## src/rtl/hbg_pkg.sv

```systemverilog
package hbg_pkg;

  // Per-leg conduction state
  typedef enum logic [1:0] {
    LEG_OFF  = 2'd0,
    LEG_HIGH = 2'd1,
    LEG_LOW  = 2'd2
  } leg_e;

  // Filtered control word
  typedef struct packed {
    logic sleep;
    logic coast;
    logic brake;
    logic sr;
    logic pwm_ls;
    logic pwm_hs;
    logic dir;
  } ctrl_t;

  localparam int CTRL_W = $bits(ctrl_t);

endpackage

```

## src/rtl/hbg_input_filter.sv

```systemverilog
module hbg_input_filter #(
  parameter int WIDTH       = 7,
  parameter int SYNC_STAGES = 2
) (
  input  logic             clk,
  input  logic             rst,
  input  logic [WIDTH-1:0] raw_i,
  output logic [WIDTH-1:0] clean_o
);

  localparam int VOTE_N = 3;

  for (genvar b = 0; b < WIDTH; b++) begin : g_bit
    logic [SYNC_STAGES-1:0] sync_q;
    logic [VOTE_N-1:0]      hist_q;
    logic                   vote;

    always_ff @(posedge clk) begin
      if (rst) begin
        sync_q <= '0;
      end else begin
        sync_q <= {sync_q[SYNC_STAGES-2:0], raw_i[b]};
      end
    end

    always_ff @(posedge clk) begin
      if (rst) begin
        hist_q <= '0;
      end else begin
        hist_q <= {hist_q[VOTE_N-2:0], sync_q[SYNC_STAGES-1]};
      end
    end

    // two out of three
    assign vote = (hist_q[0] & hist_q[1]) | (hist_q[1] & hist_q[2]) |
                  (hist_q[0] & hist_q[2]);

    always_ff @(posedge clk) begin
      if (rst) begin
        clean_o[b] <= 1'b0;
      end else begin
        clean_o[b] <= vote;
      end
    end
  end

endmodule

```

## src/rtl/hbg_decode.sv

```systemverilog
module hbg_decode
  import hbg_pkg::*;
(
  input  ctrl_t ctrl_i,
  output leg_e  req_a_o,
  output leg_e  req_b_o
);

  leg_e src_req;   // leg connected toward the supply
  leg_e snk_req;   // leg connected toward ground

  always_comb begin
    // source leg: high-side unless chopped, then rectify low or float
    if (ctrl_i.pwm_hs)   src_req = LEG_HIGH;
    else if (ctrl_i.sr)  src_req = LEG_LOW;
    else                 src_req = LEG_OFF;
    // sink leg: low-side unless chopped, then rectify high or float
    if (ctrl_i.pwm_ls)   snk_req = LEG_LOW;
    else if (ctrl_i.sr)  snk_req = LEG_HIGH;
    else                 snk_req = LEG_OFF;
  end

  always_comb begin
    if (ctrl_i.sleep || ctrl_i.coast) begin
      req_a_o = LEG_OFF;
      req_b_o = LEG_OFF;
    end else if (ctrl_i.brake) begin
      req_a_o = LEG_LOW;
      req_b_o = LEG_LOW;
    end else if (ctrl_i.dir) begin
      req_a_o = src_req;
      req_b_o = snk_req;
    end else begin
      req_a_o = snk_req;
      req_b_o = src_req;
    end
  end

endmodule

```

## src/rtl/hbg_leg.sv

```systemverilog
module hbg_leg
  import hbg_pkg::*;
#(
  parameter int DT_W = 16
) (
  input  logic            clk,
  input  logic            rst,
  input  leg_e            req_i,
  input  logic [DT_W-1:0] dead_i,
  output logic            gate_h_o,
  output logic            gate_l_o
);

  localparam logic [DT_W-1:0] IDLE_MAX = '1;

  leg_e            cur_q;
  leg_e            last_q;
  logic [DT_W-1:0] idle_q;
  logic [DT_W-1:0] dead_m1;
  logic            may_on;

  assign dead_m1 = dead_i - 1'b1;
  assign may_on  = (last_q == req_i) || (last_q == LEG_OFF) || (idle_q >= dead_m1);

  always_ff @(posedge clk) begin
    if (rst) begin
      cur_q  <= LEG_OFF;
      last_q <= LEG_OFF;
      idle_q <= IDLE_MAX;
    end else if (cur_q != LEG_OFF) begin
      last_q <= cur_q;
      idle_q <= '0;
      if (req_i != cur_q) begin
        cur_q <= LEG_OFF;
      end
    end else begin
      if (idle_q != IDLE_MAX) begin
        idle_q <= idle_q + 1'b1;
      end
      if (req_i != LEG_OFF && may_on) begin
        cur_q <= req_i;
      end
    end
  end

  assign gate_h_o = (cur_q == LEG_HIGH);
  assign gate_l_o = (cur_q == LEG_LOW);

endmodule

```

## src/rtl/hbridge_gate_ctrl.sv

```systemverilog
module hbridge_gate_ctrl
  import hbg_pkg::*;
#(
  parameter int DT_W     = 16,
  parameter int DEF_DEAD = 300
) (
  input  logic            clk,
  input  logic            rst,
  input  logic            dir_i,
  input  logic            pwm_hs_i,
  input  logic            pwm_ls_i,
  input  logic            sync_rect_i,
  input  logic            sleep_i,
  input  logic            coast_i,
  input  logic            brake_i,
  input  logic [DT_W-1:0] dead_cycles_i,
  output logic            gate_ah_o,
  output logic            gate_al_o,
  output logic            gate_bh_o,
  output logic            gate_bl_o
);

  localparam logic [DT_W-1:0] DEAD_DFLT = DT_W'(DEF_DEAD);
  localparam int N_LEG = 2;

  ctrl_t           raw_ctrl;
  ctrl_t           flt_ctrl;
  logic [DT_W-1:0] dead_eff;
  leg_e            req [N_LEG];
  logic [N_LEG-1:0] g_hi;
  logic [N_LEG-1:0] g_lo;

  always_comb begin
    raw_ctrl.sleep  = sleep_i;
    raw_ctrl.coast  = coast_i;
    raw_ctrl.brake  = brake_i;
    raw_ctrl.sr     = sync_rect_i;
    raw_ctrl.pwm_ls = pwm_ls_i;
    raw_ctrl.pwm_hs = pwm_hs_i;
    raw_ctrl.dir    = dir_i;
  end

  assign dead_eff = (dead_cycles_i == '0) ? DEAD_DFLT : dead_cycles_i;

  hbg_input_filter #(
    .WIDTH       (CTRL_W),
    .SYNC_STAGES (2)
  ) u_filter (
    .clk     (clk),
    .rst     (rst),
    .raw_i   (raw_ctrl),
    .clean_o (flt_ctrl)
  );

  hbg_decode u_decode (
    .ctrl_i  (flt_ctrl),
    .req_a_o (req[0]),
    .req_b_o (req[1])
  );

  for (genvar l = 0; l < N_LEG; l++) begin : g_leg
    hbg_leg #(
      .DT_W (DT_W)
    ) u_leg (
      .clk      (clk),
      .rst      (rst),
      .req_i    (req[l]),
      .dead_i   (dead_eff),
      .gate_h_o (g_hi[l]),
      .gate_l_o (g_lo[l])
    );
  end

  assign gate_ah_o = g_hi[0];
  assign gate_al_o = g_lo[0];
  assign gate_bh_o = g_hi[1];
  assign gate_bl_o = g_lo[1];

endmodule

```

## config.mk

```make
export PLATFORM = sky130hd
export DESIGN_NAME = hbridge_gate_ctrl
export DESIGN_NICKNAME = d
export VERILOG_FILES = /design/src/rtl/hbg_pkg.sv /design/src/rtl/hbg_input_filter.sv /design/src/rtl/hbg_decode.sv /design/src/rtl/hbg_leg.sv /design/src/rtl/hbridge_gate_ctrl.sv
export SDC_FILE = /design/constraint.sdc
export NUM_CORES = 1
export LEC_CHECK = 0
export BUFFER_PORTS_ARGS = -buffer_cell sky130_fd_sc_hd__buf_2
export CAP_MARGIN = 30
export CORE_UTILIZATION = 40
export CTS_CLUSTER_DIAMETER = 40
export DETAILED_ROUTE_END_ITERATION = 6
export PLACE_DENSITY_LB_ADDON = 0.05
export SYNTH_ARGS = -nofsm -noshare
export SYNTH_HDL_FRONTEND = slang
export SYNTH_SLANG_ARGS = --single-unit
```

## constraint.sdc

```tcl
create_clock -name clk -period 4.95 [get_ports clk]
set_input_delay 0.495 -clock clk [delete_from_list [all_inputs] [get_ports clk]]
set_output_delay 0.495 -clock clk [all_outputs]
set_load 0.1 [all_outputs]
```

==> summary.md, run 1 <==
| Metric | Value |
|---|---|
| Ant diodes | `0` |
| Post-synth ARST share | `0` |
| Final WS setup | `1250 ps` |
| Root buf cell | `clkbuf_8` |
| Total of max-cap violations | `0` |
| Compound-Gate Fraction of Synth Area | `0.182` |
| # port buffers | `28` |
| Syn Std Cell Area | `4240 um^2` |
| Crit Path Class | `in -> reg` |
| Num ports | `29` |
| Pwr dens | `481 nW/um^2` |
| Maximum vdd drop | `0.191 mV` |
| Synth warnings | `0` |
| Final setup TNS | `0 ps` |
| Pint | `1440 uW` |
| Status | `complete, no violations` |
| Initial Util | `0.412` |
| Die H | `105 um` |
| Clock Path Buffers | `2` |
| Clk_lat worst skew | `360 ps` |
| Vias in the first global route | `3119` |
| Routed length per instance | `13.9 um` |
| Crit-path max FO | `5` |
| Most frequent cells in the layout | `82 x dfxtp_1, 38 x nor2b_1, 32 x a21o_1` |
| CTS Hold Bufs | `0` |
| Nets | `546` |
| Routed via count | `3254` |
| TritonCTS clock tree | `done` |
| Vias/cell | `5.16` |
| P_leak | `0.00192 uW` |
| Rel. slew slack | `0.459` |
| Number of synthesized flops with an enable pin | `0` |
| GRT overflow | `0` |
| Initial antenna violation count | `0` |
| Final Hold Fails | `0` |
| Met1 Resource Use GR | `0.220` |
| Tot GR Track Use | `0.172` |
| Ys flop type | `dfxtp_1` |
| H-tree levels | `3` |
| Yosys reg bits | `82` |
| Final Setup Violations | `0` |
| RSZ-0062 raised after global routing | `false` |
| Mapped Avg Cell Area | `9.11 um^2` |
| Worst EP required | `5190 ps` |
| Post-Syn Instances | `465` |
| CTS sink cnt | `82` |
| DIE AREA | `11000 um^2` |
| Post-Route WL | `8750 um` |
| Drt drc | `0` |
| Postcts setup bufs | `0` |
| Largest net degree at the start of global routing | `77` |
| Width of the die | `105 um` |
| Power share of the sequential group | `0.403` |
| Worst Hold Launch | `rst` |
| Antenna viol nets, final | `0` |
| CP Data Arrival Time | `3930 ps` |
| Crit end category | `flip-flop` |
| Syn Nets | `521` |
| Synth Area in Simple Gates | `0.229` |
| Area Growth Syn to Fin | `10.5%` |
| Post-Place Setup Slack | `860 ps` |
| Synth Area in XOR/XNOR | `0.0724` |
| Unique masters post-synth | `57` |
| Commonest non-fill, non-tap cell in the layout | `dfxtp_1` |
| Logic pwr share | `0.398` |
| Met3 usage | `0.0343` |
| Main combinational cell family by area after synthesis | `simple AND/OR/NAND/NOR gates` |
| # resized after CTS | `0` |
| Final Cycle Share | `0.747` |
| Switching share of power | `0.360` |
| Starting DRT DRC Count | `100` |
| CORE AREA | `10300 um^2` |
| FP Rows | `37` |
| DP Wirelength | `6490 um` |
| Fraction of layout cells with a size suffix above 1 | `0.121` |
| CP startpoint kind | `input pin` |
| CTS clk-pin slew, worst paths | `80 ps` |
| Synth Area in Adders | `0.0916` |
| RePlAce Congestion | `0.908` |
| First-pass GRT wire length | `14900 um` |
| Grt met2 use | `0.276` |
| Crit path from | `dead_cycles_i[5]` |
| Worst Clk Skew | `6.16 ps` |
| Psw | `811 uW` |
| CTS buffer count | `9` |
| Hold Path Class | `in -> reg` |
| Busiest layer in global routing | `met2` |
| Mux contribution to synthesized area | `0.0124` |
| Pre-Repair DR Iteration Count | `4` |
| Sequential cell area fraction in the yosys report | `0.387` |
| Worst R2R Start | `g_leg[1].u_leg.idle_q[1]$_SDFFE_PP1P_` |
| Clock share of power | `0.199` |
| Tmin final | `3700 ps` |
| Fmax | `0.270 GHz` |
| Slew @ Worst Pin | `809 ps` |
| Fin. max-slew vios | `0` |
path summary, 6_finish.rpt:
path / end / slack, ps / cells past startpoint
min reg2reg: u_filter.g_bit[6].hist_q[0]$_SDFF_PP0_ / 440 / 1
max reg2reg: g_leg[1].u_leg.idle_q[6]$_SDFFE_PP1P_ / 2680 / 7
max: g_leg[1].u_leg.cur_q[1]$_SDFFE_PP0P_ / 1250 / 13
min: u_filter.clean_o[4]$_SDFF_PP0_ / 340 / 2
power groups by stage:
| stage | sequential (uW) | combinational (uW) | clock [uW] |
|---|---|---|---|
| floorplan | 872 | 765 | 0 |
| global placement | 923 | 886 | 0 |
| detailed placement | 923 | 899 | 0 |
| CTS | 909 | 905 | 475 |
| global route | 927 | 1030 | 491 |
| finish | 906 | 896 | 448 |
metrics by stage:
stage | utilization | power (uW) | std cells | cell area (um^2) | hold WS (ps)
detailed placement | 0.437 | 1820 | 614 | 4490 | 425
global placement | 0.437 | 1810 | 614 | 4490 | 416
floorplan | - | 1640 | 465 | 4240 | 414
global route | 0.456 | 2450 | 631 | 4680 | 325
finish | 0.456 | 2250 | 631 | 4680 | 336
CTS | 0.455 | 2290 | 630 | 4680 | 306
sequential cells by signal, indices dropped and copies added, names as in the netlist:
| signal | cells |
|---|---|
| u_filter.g_bit.hist_q | 21 |
| u_filter.clean_o | 7 |
| g_leg.u_leg.cur_q | 4 |
| u_filter.g_bit.sync_q | 14 |
| g_leg.u_leg.last_q | 4 |
| g_leg.u_leg.idle_q | 32 |
synth_stat cells (3+ instances only):
library cell / instances / share of area
xor2_1: 7 / 0.014
nor3_1: 11 / 0.013
xnor2_1: 28 / 0.058
o21ai_0: 18 / 0.021
and4_1: 6 / 0.012
nand2_1: 25 / 0.022
clkbuf_1: 15 / 0.013
ha_1: 31 / 0.092
o21bai_1: 7 / 0.012
dfxtp_1: 82 / 0.39
a21oi_1: 22 / 0.026
a21o_1: 32 / 0.057
or2_2: 6 / 0.0089
inv_1: 12 / 0.011
nand3_1: 15 / 0.018
o211ai_1: 5 / 0.0089
nor2_1: 28 / 0.025
and2_1: 4 / 0.0059
and3_1: 7 / 0.010
mux2i_1: 3 / 0.0071
nand4_1: 10 / 0.015
nor2b_1: 38 / 0.056
nor4_1: 7 / 0.010
nand2b_1: 4 / 0.0059
layout make-up:
class	count	area, um^2
Clock buffer	12	155
Clock inverter	4	26.3
Fill cell	1050	5590
Inverter	12	45.0
Multi-Input combinational cell	355	2490
Sequential cell	82	1640
Tap cell	136	170
Timing Repair Buffer	30	155
metal layers:
metal  routed length [um]  part of all wire
met2                 3950              0.45
met4                  182             0.021
met3                  304             0.035
met5                    0                 0
met1                 4320              0.49
cells by family (layout without fill, tap and decap cells):
group	after synthesis	count (layout)
AND/OR/NAND/NOR	174	174
AO/OA/AOI/OAI	110	110
flip-flops	82	82
XOR/XNOR	35	35
adder cells (fa/ha/maj)	31	31
buffers and inverters	28	58
multiplexers	5	5
critical path: stages:
cell	delay [ps]
buf_2	130
or4_4	550
or2_4	270
nor4_1	390
nor3b_1	370
xnor2_1	200
ha_1	290
a21o_1	150
a21o_1	170
a221oi_1	350
nand2_1	110
a2111oi_0	370
nor3_1	90
No activity file was read; power rests on OpenSTA's default activity.
==> inputs of run 2 (changes only) <==
==> constraint.sdc (replaced) <==
create_clock -name clk -period 3.1 [get_ports clk]
set_input_delay 0.31 -clock clk [delete_from_list [all_inputs] [get_ports clk]]
set_output_delay 0.31 -clock clk [all_outputs]
set_load 0.1 [all_outputs]
==> summary.md, run 2 (synthesis results as in run 1) <==
| Metric | Value |
|---|---|
| Crit end category | `flip-flop` |
| DIE AREA | `11000 um^2 (unchanged)` |
| Reg2reg setup slack | `860 ps (-1820 ps)` |
| Worst R2R Start | `g_leg[1].u_leg.idle_q[3]$_SDFFE_PP1P_` |
| Worst Hold Launch | `sync_rect_i` |
| Slew @ Worst Pin | `830 ps (+21.9 ps)` |
| CTS buffer count | `9 (unchanged)` |
| Largest net degree at the start of global routing | `47 (-39%)` |
| H-tree levels | `3 (unchanged)` |
| Starting DRT DRC Count | `111 (+11%)` |
| TritonCTS clock tree | `done` |
| Largest reg by FF count | `g_leg.u_leg.idle_q` |
| Fin. max-slew vios | `0 (unchanged)` |
| Ant diodes | `0 (unchanged)` |
| P_leak | `0.00214 uW (+11%)` |
| Final Setup Violations | `0 (unchanged)` |
| Routed length per instance | `13.6 um (-1.8%)` |
| Nets | `585 (+7.1%)` |
| CORE AREA | `10300 um^2 (unchanged)` |
| Vias in the first global route | `3365 (+7.9%)` |
| Reg2reg end | `g_leg[1].u_leg.idle_q[6]$_SDFFE_PP1P_` |
| Area Growth Syn to Fin | `21.1%` |
| Final Cycle Share | `0.983` |
| Post-Route WL | `9130 um (+4.3%)` |
| CTS clk-pin slew, worst paths | `90 ps (about the same)` |
| Tot GR Track Use | `0.176 (+0.00403)` |
| Total of max-cap violations | `0 (unchanged)` |
| CP Data Arrival Time | `3280 ps (-650 ps)` |
| Crit Path Class | `in -> reg` |
| Most frequent cells in the layout | `82 x dfxtp_1, 40 x buf_4, 38 x nor2b_1` |
| Max reg flops | `32 (unchanged)` |
| WHS Endpoint | `u_filter.g_bit[3].sync_q[0]$_SDFF_PP0_` |
| Worst EP required | `3330 ps (-1860 ps)` |
| Fmax | `0.328 GHz` |
| CP startpoint kind | `input pin` |
| Pwr dens | `718 nW/um^2 (+49%)` |
| Vias/cell | `5.18 (+0.46%)` |
| Root buf cell | `clkbuf_8` |
| FP Rows | `37 (unchanged)` |
| Hold Path Cell Cnt | `2 (unchanged)` |
| Drt drc | `0 (unchanged)` |
| Final instance area | `5130 um^2 (+9.6%)` |
| Die H | `105 um (unchanged)` |
| Commonest non-fill, non-tap cell in the layout | `dfxtp_1` |
| Initial antenna violation count | `0 (unchanged)` |
| DP Wirelength | `6910 um (+6.3%)` |
| GRT overflow | `0 (unchanged)` |
| First-pass GRT wire length | `15500 um (+4.1%)` |
| Crit-path max FO | `3 (-2)` |
| Clk_lat worst skew | `350 ps (about the same)` |
| Width of the die | `105 um (unchanged)` |
| Status | `complete, no violations` |
| Hold Path Class | `in -> reg` |
| Postcts setup bufs | `0 (unchanged)` |
| Fraction of layout cells with a size suffix above 1 | `0.221 (+0.0998)` |
| Clock Path Buffers | `2 (unchanged)` |
| Tmin final | `3050 ps` |
| Post-DP Area | `4880 um^2 (+8.6%)` |
| DP Cell Count | `654 (+6.5%)` |
| Top flop regs | `g_leg.u_leg.idle_q (32), u_filter.g_bit.hist_q (21), u_filter.g_bit.sync_q (14)` |
| RePlAce Congestion | `0.857 (-5.6%)` |
| Layout Utilization | `0.499 (+0.0436)` |
| Routed via count | `3471 (+6.7%)` |
| Rel. slew slack | `0.444 (-0.0146)` |
| Worst Clk Skew | `8.14 ps (+1.98 ps)` |
| Num ports | `29 (unchanged)` |
| Maximum vdd drop | `0.332 mV (+74%)` |
| Initial Util | `0.412 (unchanged)` |
| # port buffers | `28 (unchanged)` |
| Path depth of the worst reg2reg path | `6 (-1)` |
| Pre-Repair DR Iteration Count | `4 (unchanged)` |
| Antenna viol nets, final | `0 (unchanged)` |
| CTS sink cnt | `82 (unchanged)` |
| RSZ-0062 raised after global routing | `true` |
| Final Hold Fails | `0 (unchanged)` |
| Non-filler cells, final | `670 (+6.2%)` |
[run 2: cell types whose count changed in the layout (fill, tap and decap cells not counted), sizes merged]
| cell | previous run | this run |
|---|---|---|
| inv | 12 | 14 |
| clkbuf | 12 | 9 |
| clkinvlp | 1 | 2 |
| buf | 30 | 69 |
[run 2: through the flow]
stage	power (uW)	worst slack (ps)	TNS, ps	hold slack, ps
after floorplan	2630	-128	-345	414
after global placement	2960	-377	-1320	417
after detailed placement	2990	-453	-1560	424
after CTS	3720	26.5	0	150
after global routing	3990	-99.9	-156	148
final	3680	53.5	0	160
[run 2: worst max-delay path: stages]
cell and delay, ps:
buf_2 120, or4_4 540, buf_6 140, nor4_4 310, nor4_4 90, nor3b_4 170, xnor2_2 150, ha_1 310
a21o_1 160, a21o_1 150, a221o_1 330, o31a_1 260, o211ai_1 190, a31oi_1 60
[run 2: routing by layer]
layer,vias up,global-route usage,wire length (um),share of wire
met3,5,0.0362,248,0.027
li1,1793,-,-,-
met1,1627,0.220,4350,0.48
met2,46,0.305,4450,0.49
met4,0,0.0503,86,0.0094
met5,-,0,0,0
[run 2: repair_timing]
action                                  4_1_cts  5_1_grt
hold buffers                                  0        0
pin swaps                                     4        4
endpoints found under the setup margin        3        4
gates resized for setup                       4       12
[run 2: worst max-delay path by stage]
stage / start / end / slack, ps
after detailed placement: dead_cycles_i[1] / g_leg[0].u_leg.cur_q[1]$_SDFFE_PP0P_ / -450
final: dead_cycles_i[12] / g_leg[0].u_leg.cur_q[1]$_SDFFE_PP0P_ / 50
after global placement: dead_cycles_i[1] / g_leg[0].u_leg.cur_q[1]$_SDFFE_PP0P_ / -380
after global routing: dead_cycles_i[2] / g_leg[0].u_leg.cur_q[1]$_SDFFE_PP0P_ / -100
after floorplan: dead_cycles_i[1] / g_leg[0].u_leg.cur_q[1]$_SDFFE_PP0P_ / -130
after CTS: dead_cycles_i[12] / g_leg[0].u_leg.cur_q[1]$_SDFFE_PP0P_ / 30
[run 2: power by group]
group,internal [uW],switching (uW)
clock,298,416
combinational,793,735
sequential,1230,213
total,2320,1360
[run 2: cell type report]
| cell class | instances | area (um^2) |
|---|---|---|
| Clock buffer | 9 | 124 |
| Clock inverter | 7 | 53.8 |
| Fill cell | 1049 | 5150 |
| Inverter | 12 | 62.6 |
| Multi-Input combinational cell | 355 | 2620 |
| Sequential cell | 82 | 1640 |
| Tap cell | 136 | 170 |
| Timing Repair Buffer | 69 | 464 |
